## config.mk

```make
export PLATFORM = sky130hd
export DESIGN_NAME = gpio_irq_front
export DESIGN_NICKNAME = d
export VERILOG_FILES = /design/src/rtl/gpio_irq_pkg.sv /design/src/rtl/gpio_irq_regs.sv /design/src/rtl/gpio_irq_sync.sv /design/src/rtl/gpio_irq_filter.sv /design/src/rtl/gpio_irq_outstage.sv /design/src/rtl/gpio_irq_front.sv
export SDC_FILE = /design/constraint.sdc
export NUM_CORES = 1
export LEC_CHECK = 0
export CORE_ASPECT_RATIO = 1.75
export CORE_MARGIN = 4
export CORE_UTILIZATION = 50
export DETAILED_ROUTE_END_ITERATION = 16
export PLACE_DENSITY = 0.71
export SLEW_MARGIN = 30
export SYNTH_ARGS = -nofsm -noshare
export SYNTH_HDL_FRONTEND = slang
export SYNTH_SLANG_ARGS = --single-unit
```

## constraint.sdc

```tcl
create_clock -name clk -period 3 [get_ports clk]
set_input_delay 0.6 -clock clk [delete_from_list [all_inputs] [get_ports clk]]
set_output_delay 0.6 -clock clk [all_outputs]
set_load 0.02 [all_outputs]
```

## src/rtl/gpio_irq_pkg.sv

```systemverilog
package gpio_irq_pkg;
    localparam logic [7:0] OFS_ENABLE = 8'h90;
    localparam logic [7:0] OFS_MODE   = 8'h94;
    localparam logic [7:0] OFS_FLTEN  = 8'h98;
    localparam logic [7:0] OFS_PERIOD = 8'h9C;
    localparam int         PERIOD_RESET = 255;

    typedef enum logic {
        FLT_HOLD  = 1'b0,
        FLT_COUNT = 1'b1
    } flt_state_e;
endpackage

```

## src/rtl/gpio_irq_regs.sv

```systemverilog
module gpio_irq_regs
    import gpio_irq_pkg::*;
#(
    parameter int NUM_LINES = 24,
    parameter int PERIOD_W  = 8,
    parameter int ADDR_W    = 8,
    parameter int DATA_W    = 32
) (
    input  logic                 clk,
    input  logic                 rst_n,
    input  logic                 wr,
    input  logic [ADDR_W-1:0]    addr,
    input  logic [DATA_W-1:0]    wdata,
    output logic [DATA_W-1:0]    rdata,
    output logic [NUM_LINES-1:0] en_q,
    output logic [NUM_LINES-1:0] mode_q,
    output logic [NUM_LINES-1:0] flt_q,
    output logic [PERIOD_W-1:0]  period_q
);
    localparam logic [PERIOD_W-1:0] PERIOD_RST = PERIOD_W'(PERIOD_RESET);

    logic hit_en, hit_mode, hit_flt, hit_per;

    always_comb begin
        hit_en   = (addr == ADDR_W'(OFS_ENABLE));
        hit_mode = (addr == ADDR_W'(OFS_MODE));
        hit_flt  = (addr == ADDR_W'(OFS_FLTEN));
        hit_per  = (addr == ADDR_W'(OFS_PERIOD));
    end

    always_ff @(posedge clk or negedge rst_n) begin
        if (!rst_n) begin
            en_q     <= '0;
            mode_q   <= '0;
            flt_q    <= '0;
            period_q <= PERIOD_RST;
        end else if (wr) begin
            if (hit_en)   en_q     <= wdata[NUM_LINES-1:0];
            if (hit_mode) mode_q   <= wdata[NUM_LINES-1:0];
            if (hit_flt)  flt_q    <= wdata[NUM_LINES-1:0];
            if (hit_per)  period_q <= wdata[PERIOD_W-1:0];
        end
    end

    always_comb begin
        rdata = '0;
        if (hit_en)   rdata[NUM_LINES-1:0] = en_q;
        if (hit_mode) rdata[NUM_LINES-1:0] = mode_q;
        if (hit_flt)  rdata[NUM_LINES-1:0] = flt_q;
        if (hit_per)  rdata[PERIOD_W-1:0]  = period_q;
    end
endmodule

```

## src/rtl/gpio_irq_sync.sv

```systemverilog
module gpio_irq_sync #(
    parameter int WIDTH  = 24,
    parameter int STAGES = 2
) (
    input  logic             clk,
    input  logic             rst_n,
    input  logic [WIDTH-1:0] din,
    output logic [WIDTH-1:0] dout
);
    logic [WIDTH-1:0] stage_q [STAGES];

    always_ff @(posedge clk or negedge rst_n) begin
        if (!rst_n) stage_q[0] <= '0;
        else        stage_q[0] <= din;
    end

    for (genvar s = 1; s < STAGES; s++) begin : g_stage
        always_ff @(posedge clk or negedge rst_n) begin
            if (!rst_n) stage_q[s] <= '0;
            else        stage_q[s] <= stage_q[s-1];
        end
    end

    assign dout = stage_q[STAGES-1];
endmodule

```

## src/rtl/gpio_irq_filter.sv

```systemverilog
module gpio_irq_filter
    import gpio_irq_pkg::*;
#(
    parameter int PERIOD_W = 8
) (
    input  logic                clk,
    input  logic                rst_n,
    input  logic                filt_on,
    input  logic [PERIOD_W-1:0] period,
    input  logic                din,
    output logic                level,
    output logic                accept
);
    flt_state_e          state_q, state_d;
    logic [PERIOD_W-1:0] cnt_q, cnt_d;
    logic                lvl_q, lvl_d;
    logic [PERIOD_W:0]   cnt_inc;
    logic                reach_first, reach_cnt;

    always_ff @(posedge clk or negedge rst_n) begin
        if (!rst_n) begin
            state_q <= FLT_HOLD;
            cnt_q   <= '0;
            lvl_q   <= 1'b0;
        end else begin
            state_q <= state_d;
            cnt_q   <= cnt_d;
            lvl_q   <= lvl_d;
        end
    end

    always_comb begin
        cnt_inc     = {1'b0, cnt_q} + (PERIOD_W+1)'(1);
        reach_first = (period <= PERIOD_W'(1));
        reach_cnt   = (cnt_inc >= {1'b0, period});
        state_d     = state_q;
        cnt_d       = cnt_q;
        lvl_d       = lvl_q;
        accept      = 1'b0;
        if (!filt_on) begin
            state_d = FLT_HOLD;
            cnt_d   = '0;
            lvl_d   = din;
        end else begin
            unique case (state_q)
                FLT_HOLD: begin
                    if (din != lvl_q) begin
                        if (reach_first) begin
                            accept = 1'b1;
                            lvl_d  = din;
                        end else begin
                            state_d = FLT_COUNT;
                            cnt_d   = PERIOD_W'(1);
                        end
                    end
                end
                FLT_COUNT: begin
                    if (din == lvl_q) begin
                        state_d = FLT_HOLD;
                        cnt_d   = '0;
                    end else if (reach_cnt) begin
                        accept  = 1'b1;
                        lvl_d   = din;
                        state_d = FLT_HOLD;
                        cnt_d   = '0;
                    end else begin
                        cnt_d = cnt_inc[PERIOD_W-1:0];
                    end
                end
            endcase
        end
    end

    assign level = lvl_q;
endmodule

```

## src/rtl/gpio_irq_outstage.sv

```systemverilog
module gpio_irq_outstage #(
    parameter int NUM_LINES = 24
) (
    input  logic                 clk,
    input  logic                 rst_n,
    input  logic [NUM_LINES-1:0] en,
    input  logic [NUM_LINES-1:0] mode,
    input  logic [NUM_LINES-1:0] flt,
    input  logic [NUM_LINES-1:0] sync_lvl,
    input  logic [NUM_LINES-1:0] filt_lvl,
    input  logic [NUM_LINES-1:0] filt_acc,
    output logic [NUM_LINES-1:0] irq
);
    logic [NUM_LINES-1:0] edge_hit, lvl_sel, irq_d;

    always_comb begin
        edge_hit = en & flt & filt_acc;
        lvl_sel  = (flt & filt_lvl) | (~flt & sync_lvl);
        irq_d    = (mode & ~edge_hit) | (~mode & en & lvl_sel);
    end

    always_ff @(posedge clk or negedge rst_n) begin
        if (!rst_n) irq <= '0;
        else        irq <= irq_d;
    end
endmodule

```

## src/rtl/gpio_irq_front.sv

```systemverilog
module gpio_irq_front #(
    parameter int NUM_LINES   = 24,
    parameter int PERIOD_W    = 8,
    parameter int SYNC_STAGES = 2
) (
    input  logic                 clk,
    input  logic                 rst_n,
    input  logic                 reg_wr,
    input  logic [7:0]           reg_addr,
    input  logic [31:0]          reg_wdata,
    output logic [31:0]          reg_rdata,
    input  logic [NUM_LINES-1:0] line_in,
    output logic [NUM_LINES-1:0] irq_out
);
    logic [NUM_LINES-1:0] en_q, mode_q, flt_q;
    logic [PERIOD_W-1:0]  period_q;
    logic [NUM_LINES-1:0] sync_s, flt_lvl, flt_acc;

    gpio_irq_regs #(
        .NUM_LINES(NUM_LINES), .PERIOD_W(PERIOD_W), .ADDR_W(8), .DATA_W(32)
    ) u_regs (
        .clk(clk), .rst_n(rst_n), .wr(reg_wr), .addr(reg_addr),
        .wdata(reg_wdata), .rdata(reg_rdata), .en_q(en_q), .mode_q(mode_q),
        .flt_q(flt_q), .period_q(period_q)
    );

    gpio_irq_sync #(.WIDTH(NUM_LINES), .STAGES(SYNC_STAGES)) u_sync (
        .clk(clk), .rst_n(rst_n), .din(line_in), .dout(sync_s)
    );

    for (genvar i = 0; i < NUM_LINES; i++) begin : g_line
        gpio_irq_filter #(.PERIOD_W(PERIOD_W)) u_filt (
            .clk(clk), .rst_n(rst_n), .filt_on(flt_q[i]), .period(period_q),
            .din(sync_s[i]), .level(flt_lvl[i]), .accept(flt_acc[i])
        );
    end

    gpio_irq_outstage #(.NUM_LINES(NUM_LINES)) u_out (
        .clk(clk), .rst_n(rst_n), .en(en_q), .mode(mode_q), .flt(flt_q),
        .sync_lvl(sync_s), .filt_lvl(flt_lvl), .filt_acc(flt_acc), .irq(irq_out)
    );
endmodule

```

After elaboration in Yosys (flattened, before gate mapping)
Index checks and enable logic that the tools add are counted.
- input port bits: 67
- flip-flop bits (word level): 392
- output and inout bits: 56
- word-level logic and storage cells: 899
- multiplexer cells: 511
- bitwise logic cells: 36
- eq/ne operators: 172
- magnitude comparators: 25
- reduce and logical (&&, ||, !) cells: 52
- $add $sub $neg: 24
- operators with widths (kind ; count):
    8-bit two-way mux ; 98
    8-bit one-hot mux with 2 select lines ; 24
    1-bit two-way mux ; 314
    3-bit inequality test, second input constant ; 95
    8-bit by 1-bit adder with 9-bit output, second input constant ; 24
    9-bit by 8-bit greater-or-equal comparator with 1-bit output ; 24
    24-bit bitwise AND ; 7
    1-bit one-hot mux with 2 select lines ; 72
    4-bit AND reduction ; 24
    3-bit by 2-bit inequality test with 1-bit output, second input constant ; 25
    24-bit two-way mux ; 3
    24-bit inverter ; 3
    2-bit AND reduction ; 28
    24-bit bitwise OR ; 2
    8-bit equality test, second input constant ; 4
    1-bit equality test ; 24
    1-bit inequality test ; 24
    1-bit inverter ; 24
    8-bit by 1-bit <= comparator with 1-bit output, second input constant ; 1

Longest topological paths before layout
- depth in word-level cells: 10
- mapped depth: 12
- mapped depth without buffers: 12

Hierarchy
Synthesis repeated with hierarchy kept, for this count alone.
- cell total of the unflattened synthesis: 2582
- area total of the unflattened synthesis: 26619.3 um^2
- by module, submodules not included (module ; times used ; area an instance (um^2) ; cells an instance):
    gpio_irq_filter ; 24 ; 830.8 ; 87
    gpio_irq_regs ; 1 ; 3827.4 ; 278
    gpio_irq_outstage ; 1 ; 1471.4 ; 144
    gpio_irq_sync ; 1 ; 1381.3 ; 72

Least setup slack after synthesis
Ideal clock, no wire load.
- kind: register -> register
- start: register g_line[22].u_filt.cnt_q[2]
- end: register g_line[22].u_filt.lvl_q
- data required time: 2875 ps
- slack: -18 ps
- arrival time: 2893 ps
- clock period less this slack: 3018 ps
- stages on the path, launching flop included: 12
- setup time: 125 ps
- path through: dfrtp_1 > and3_1 > and3_1 > nand3_1 > xnor2_1 > ha_1 > and3_1 > o211ai_1 > o311ai_0 > o21ai_0 > nand2_1 > mux2_2
- cells in the longest elaborated chain, start to end: 4
- ends and longest elaborated chain (item ; line ; source):
    start: declaration ; gpio_irq_filter.sv:15 ; logic [PERIOD_W-1:0] cnt_q, cnt_d;
    start signal: assignment ; gpio_irq_filter.sv:27 ; cnt_q <= cnt_d;
    8-bit by 1-bit adder with 9-bit output ; gpio_irq_filter.sv:33 ; cnt_inc = {1'b0, cnt_q} + (PERIOD_W+1)'(1);
    9-bit by 8-bit greater-or-equal comparator with 1-bit output ; gpio_irq_filter.sv:35 ; reach_cnt = (cnt_inc >= {1'b0, period});
    3-bit inequality test (no source line) ; - ;
    4-bit AND reduction (no source line) ; - ;
    end signal: assignment ; gpio_irq_filter.sv:28 ; lvl_q <= lvl_d;
    end: declaration ; gpio_irq_filter.sv:16 ; logic lvl_q, lvl_d;
Every way passes these cells.
A chain may end at the register's enable or synchronous reset.

Final worst setup path
- start: register g_line[19].u_filt.cnt_q[3]
- end: register g_line[19].u_filt.cnt_q[5]
- cells in the longest elaborated chain, start to end: 6
- ends and longest elaborated chain (item ; line ; source):
    start: declaration ; gpio_irq_filter.sv:15 ;
    start signal: assignment ; gpio_irq_filter.sv:27 ;
    8-bit by 1-bit adder with 9-bit output * ; gpio_irq_filter.sv:33 ;
    9-bit by 8-bit greater-or-equal comparator with 1-bit output ; gpio_irq_filter.sv:35 ;
    8-bit two-way mux * ; gpio_irq_filter.sv:61 ; end else if (reach_cnt) begin
    8-bit two-way mux * ; gpio_irq_filter.sv:58 ; if (din == lvl_q) begin
    8-bit one-hot mux with 2 select lines * ; gpio_irq_filter.sv:45 ; unique case (state_q)
    8-bit two-way mux * ; gpio_irq_filter.sv:40 ; if (!filt_on) begin
Mark *: on every way between the ends. The rest lies on a longest branch, timed or not.

==> results by group <==
Power and ir drop
  – Power per cell area: 451 mW/mm²
  – IR drop worst, VDD: 0.472 mV
  – Lkg Pwr: 13.5 nW
  – Power share of the clock group: between 40 and 50%
  – Flop pwr share: 43.5%
  – Sw Ratio: 26.1%
  – Int Pwr: 9.46 mW
  – Combinational power share: 12.5%
  – Sw power: roughly 3.3 mW

Place
  – Placer congestion estimate: between 0.9 and 1
  – Placed instance area: 0.0268 mm²
  – HPWL Detailed: 46600 µm
  – Number of I/O port buffers: 106
  – Place WS: -0.0672 ns

Critical path
  – Worst-path fanout max: 5
  – CP cell instances: and3_4 -> and3_2 -> nand3_1 -> xnor2_2 -> ha_1 -> and3_1 -> a221oi_2 -> o311ai_2 -> buf_4 -> or3_1 -> a31oi_1
  – Buffer and inverter count on the worst path: 1
  – Critical Path Start Type: register
  – CP max stage delay: 0.40 ns
  – Critical path's slowest cell: dfrtp_1
  – Largest delay share family, worst path: simple AND/OR/NAND/NOR gates
  – Worst Path Arrival: 3.39 ns
  – WS Path Type: reg -> reg
  – CP Capture Type: register
  – Critical path data required time: 3.46 ns

STA
  – Setup WS post-layout: around 0.072 ns
  – Peak Freq: 0.342 GHz
  – Actual slew at the worst max-slew pin: 0.671 ns
  – RSZ-0062 raised after global routing: yes
  – Post-Route Skew: 0.0226 ns
  – Minimum clock period: 2.93 ns
  – Slew headroom: 55.2%
  – Setup violators final: 0
  – Final hold vios: 0
  – Worst Hold Slack: about 0.35 ns
  – Fin. max-slew vios: 0
  – Final worst path period share: roughly 100%

Layout
  – Layout cell share with drive strength beyond 1: 15.5%
  – Fillers: 3919
  – P&R area growth vs syn: 18.4%
  – Design Area, Final: 0.0284 mm²
  – Nets@finish: around 2900
  – Diodes inserted: 0

Global route
  – Largest net degree at the start of global routing: 74
  – Initial antenna violation count: 0
  – Number of global-route vias before repair: 20400
  – Grt total ovfl: 0
  – First-pass GRT wire length: 104000 µm
  – Total Routing Usage GR: 24.5%

Detailed routing
  – Wire per inst: 19.9 µm
  – Drt first pass iters: 7
  – Antenna-violating nets left: 0
  – Vias per Instance: 6.09
  – Via count: roughly 20000
  – Drt total wl: 64200 µm
  – # DRC: 0
  – Initial DRC Count: 920

Floorplan
  – Die footprint: roughly 0.052 mm²
  – Initial Utilization: between 50% and 60%
  – Die X: 174 µm
  – Row count: roughly 110
  – IO Pins: 123
  – Core Region: 0.0476 mm²
  – Die Y: 298 µm

Synth
  – Post-synth top area cell: dfrtp_1
  – Commonest cells post-synth: 384 x dfrtp_1, 216 x ha_1, 189 x nor2_1
  – Distinct cells, synth: 70
  – FFs w/ async S/R, synth: 100%
  – Largest family of logic cells by synthesized area: compound AO/OA/AOI/OAI gates
  – Syn avg cell area: 10.2 µm²
  – Synth Area in Adders: roughly 11%
  – Synth Area in Simple Gates: 15.5%
  – Top cell type's share of synthesized area: 40.0%
  – Post-synthesis cell count: 2355
  – Post-Syn Area: between 0.02 and 0.025 mm²
  – Main synth FF type: dfrtp_1
  – Mux cell area share after synthesis: 7.25%
  – Synth Register Bits: around 400
  – Count leader, synth: dfrtp_1
  – Largest cells by area after synthesis: dfrtp_1 40%, ha_1 11%, mux2_2 4.8%
  – Syn. warnings: 0
  – Number of synthesized flops with an enable pin: 0
  – XOR/XNOR Fraction of Synth Area: around 5.2%
  – Synth Area in Compound Gates: ~18%
  – Seq/Total Area, Yosys: between 40% and 50%

Clock tree
  – CTS Buf Count: 40
  – H-tree levels: 2
  – CTS tree: done
  – Clock latency at the later pin of the worst-skew pair: around 0.56 ns
  – Clock transition at path regs: 0.07 ns
  – Root Driver: clkbuf_16
  – CTS Buffer Depth: 3
  – CTS sink count: around 390

Min path
  – Worst hold path class: reg -> reg

Outcome
  – Status: finished clean

Run
  – Max cap viols: 0
==> cells by family after synthesis <==
family	count (synthesis)
simple gates	755
compound gates	577
flops	392
fa+ha+maj	216
mux	151
xor+xnor	143
buf+inv	120
other cells	1
==> area by class of cell <==
type                    count  area (µm²)  area share [%]
repair buffers            245        2310            8.13
multi-input cells        1850       13800            48.6
clock buffers              53        1160            4.09
inverters                  63         240           0.845
clock inverters            20         319            1.12
well taps                 594         743            2.61
flip-flops and latches    392        9820            34.6
==> power groups by stage <==
stage	registers, mW	clock network (mW)	logic, mW
2_1_floorplan	5.65	0	0.876
3_3_place_gp	5.66	0	1.53
3_5_place_dp	5.67	0	1.58
4_1_cts	5.57	5.75	1.59
5_1_grt	5.59	5.95	1.74
6_report	5.57	5.64	1.60
==> state kept, by name, summed over array words and instances, names as in the netlist <==
signal                 flops
g_line.u_filt.cnt_q      192
u_sync.stage_q            24
g_line.u_filt.state_q     24
g_line.u_filt.level       24
u_regs.period_q            8
u_regs.mode_q             24
u_out.irq                 24
u_regs.en_q               24
u_regs.flt_q              24
u_sync.dout               24
==> worst register-to-register path: stages, from the launching register on <==
cell,delay [ns]
dfrtp_1,0.40
and3_4,0.21
and3_2,0.22
nand3_1,0.13
xnor2_2,0.21
ha_1,0.29
and3_1,0.21
a221oi_2,0.29
o311ai_2,0.17
buf_4,0.19
or3_1,0.35
a31oi_1,0.19
==> repair_timing <==
item                                    4_1_cts  5_1_grt
endpoints found under the hold margin        31        0
resized for setup                            27       40
hold buffers                                  1        0
buffers inserted                              1        5
pin swaps                                     0        4
endpoints found under the setup margin       30       63
==> metrics by stage <==
step | util [%] | TNS, ns | power, mW | cells
final | 59.7 | 0 | 12.8 | 3217
after CTS | 59.3 | 0 | 12.9 | 3212
after global routing | 59.7 | -0.145 | 13.3 | 3217
after detailed placement | 56.2 | -0.909 | 7.24 | 3137
after floorplan | - | 0 | 6.53 | 2362
after global placement | 56.2 | -0.822 | 7.19 | 3137
==> layer usage <==
layer	wire length [µm]	global-route usage (%)	part of all wire, %	vias to the layer above
met4	3700	13.1	5.8	0
li1	-	-	-	9172
met3	2430	2.77	3.8	180
met2	33600	45.2	52	455
met1	24400	27.4	38	9777
met5	0	0	0	-
==> worst paths after layout <==
path	from	end	slack, ns	depth (start not counted)
setup / recovery	g_line[19].u_filt.cnt_q[3]	g_line[19].u_filt.cnt_q[5]	0.07	11
hold / removal	u_sync.stage_q[45]	u_sync.dout[21]	0.35	0
setup reg to reg	g_line[19].u_filt.cnt_q[3]	g_line[19].u_filt.cnt_q[5]	0.07	11
hold reg to reg	u_sync.stage_q[45]	u_sync.dout[21]	0.35	0
max in group asynchronous	rst_n	u_regs.en_q[15]	1.64	3
min in group asynchronous	rst_n	g_line[4].u_filt.level	0.57	2
==> cell usage in the layout (no fill, tap or decap), types with 21 or more instances in the layout <==
| master | netlist | layout |
|---|---|---|
| a21oi_1 | 128 | 122 |
| a32o_1 | 65 | 65 |
| a22o_1 | 47 | 47 |
| nand3_1 | 84 | 80 |
| o21ai_0 | 81 | 78 |
| dlygate4sd2_1 | 0 | 24 |
| xor2_1 | 67 | 67 |
| clkbuf_16 | 0 | 42 |
| nand2b_1 | 66 | 66 |
| nand2_1 | 187 | 187 |
| buf_4 | 9 | 119 |
| xnor2_1 | 76 | 73 |
| o21a_1 | 45 | 45 |
| a21o_1 | 50 | 50 |
| dfrtp_1 | 384 | 381 |
| clkdlybuf4s50_1 | 0 | 79 |
| and3_1 | 53 | 49 |
| ha_1 | 216 | 212 |
| mux2_2 | 102 | 102 |
| nor2_1 | 189 | 182 |
| inv_1 | 63 | 62 |
| nand4_1 | 41 | 41 |
| nor3_1 | 22 | 22 |
| nor2b_1 | 29 | 29 |
| a31oi_1 | 21 | 21 |
| a211oi_1 | 22 | 22 |
| mux2i_1 | 41 | 41 |
Note: power is estimated with default switching activity, not from simulation.
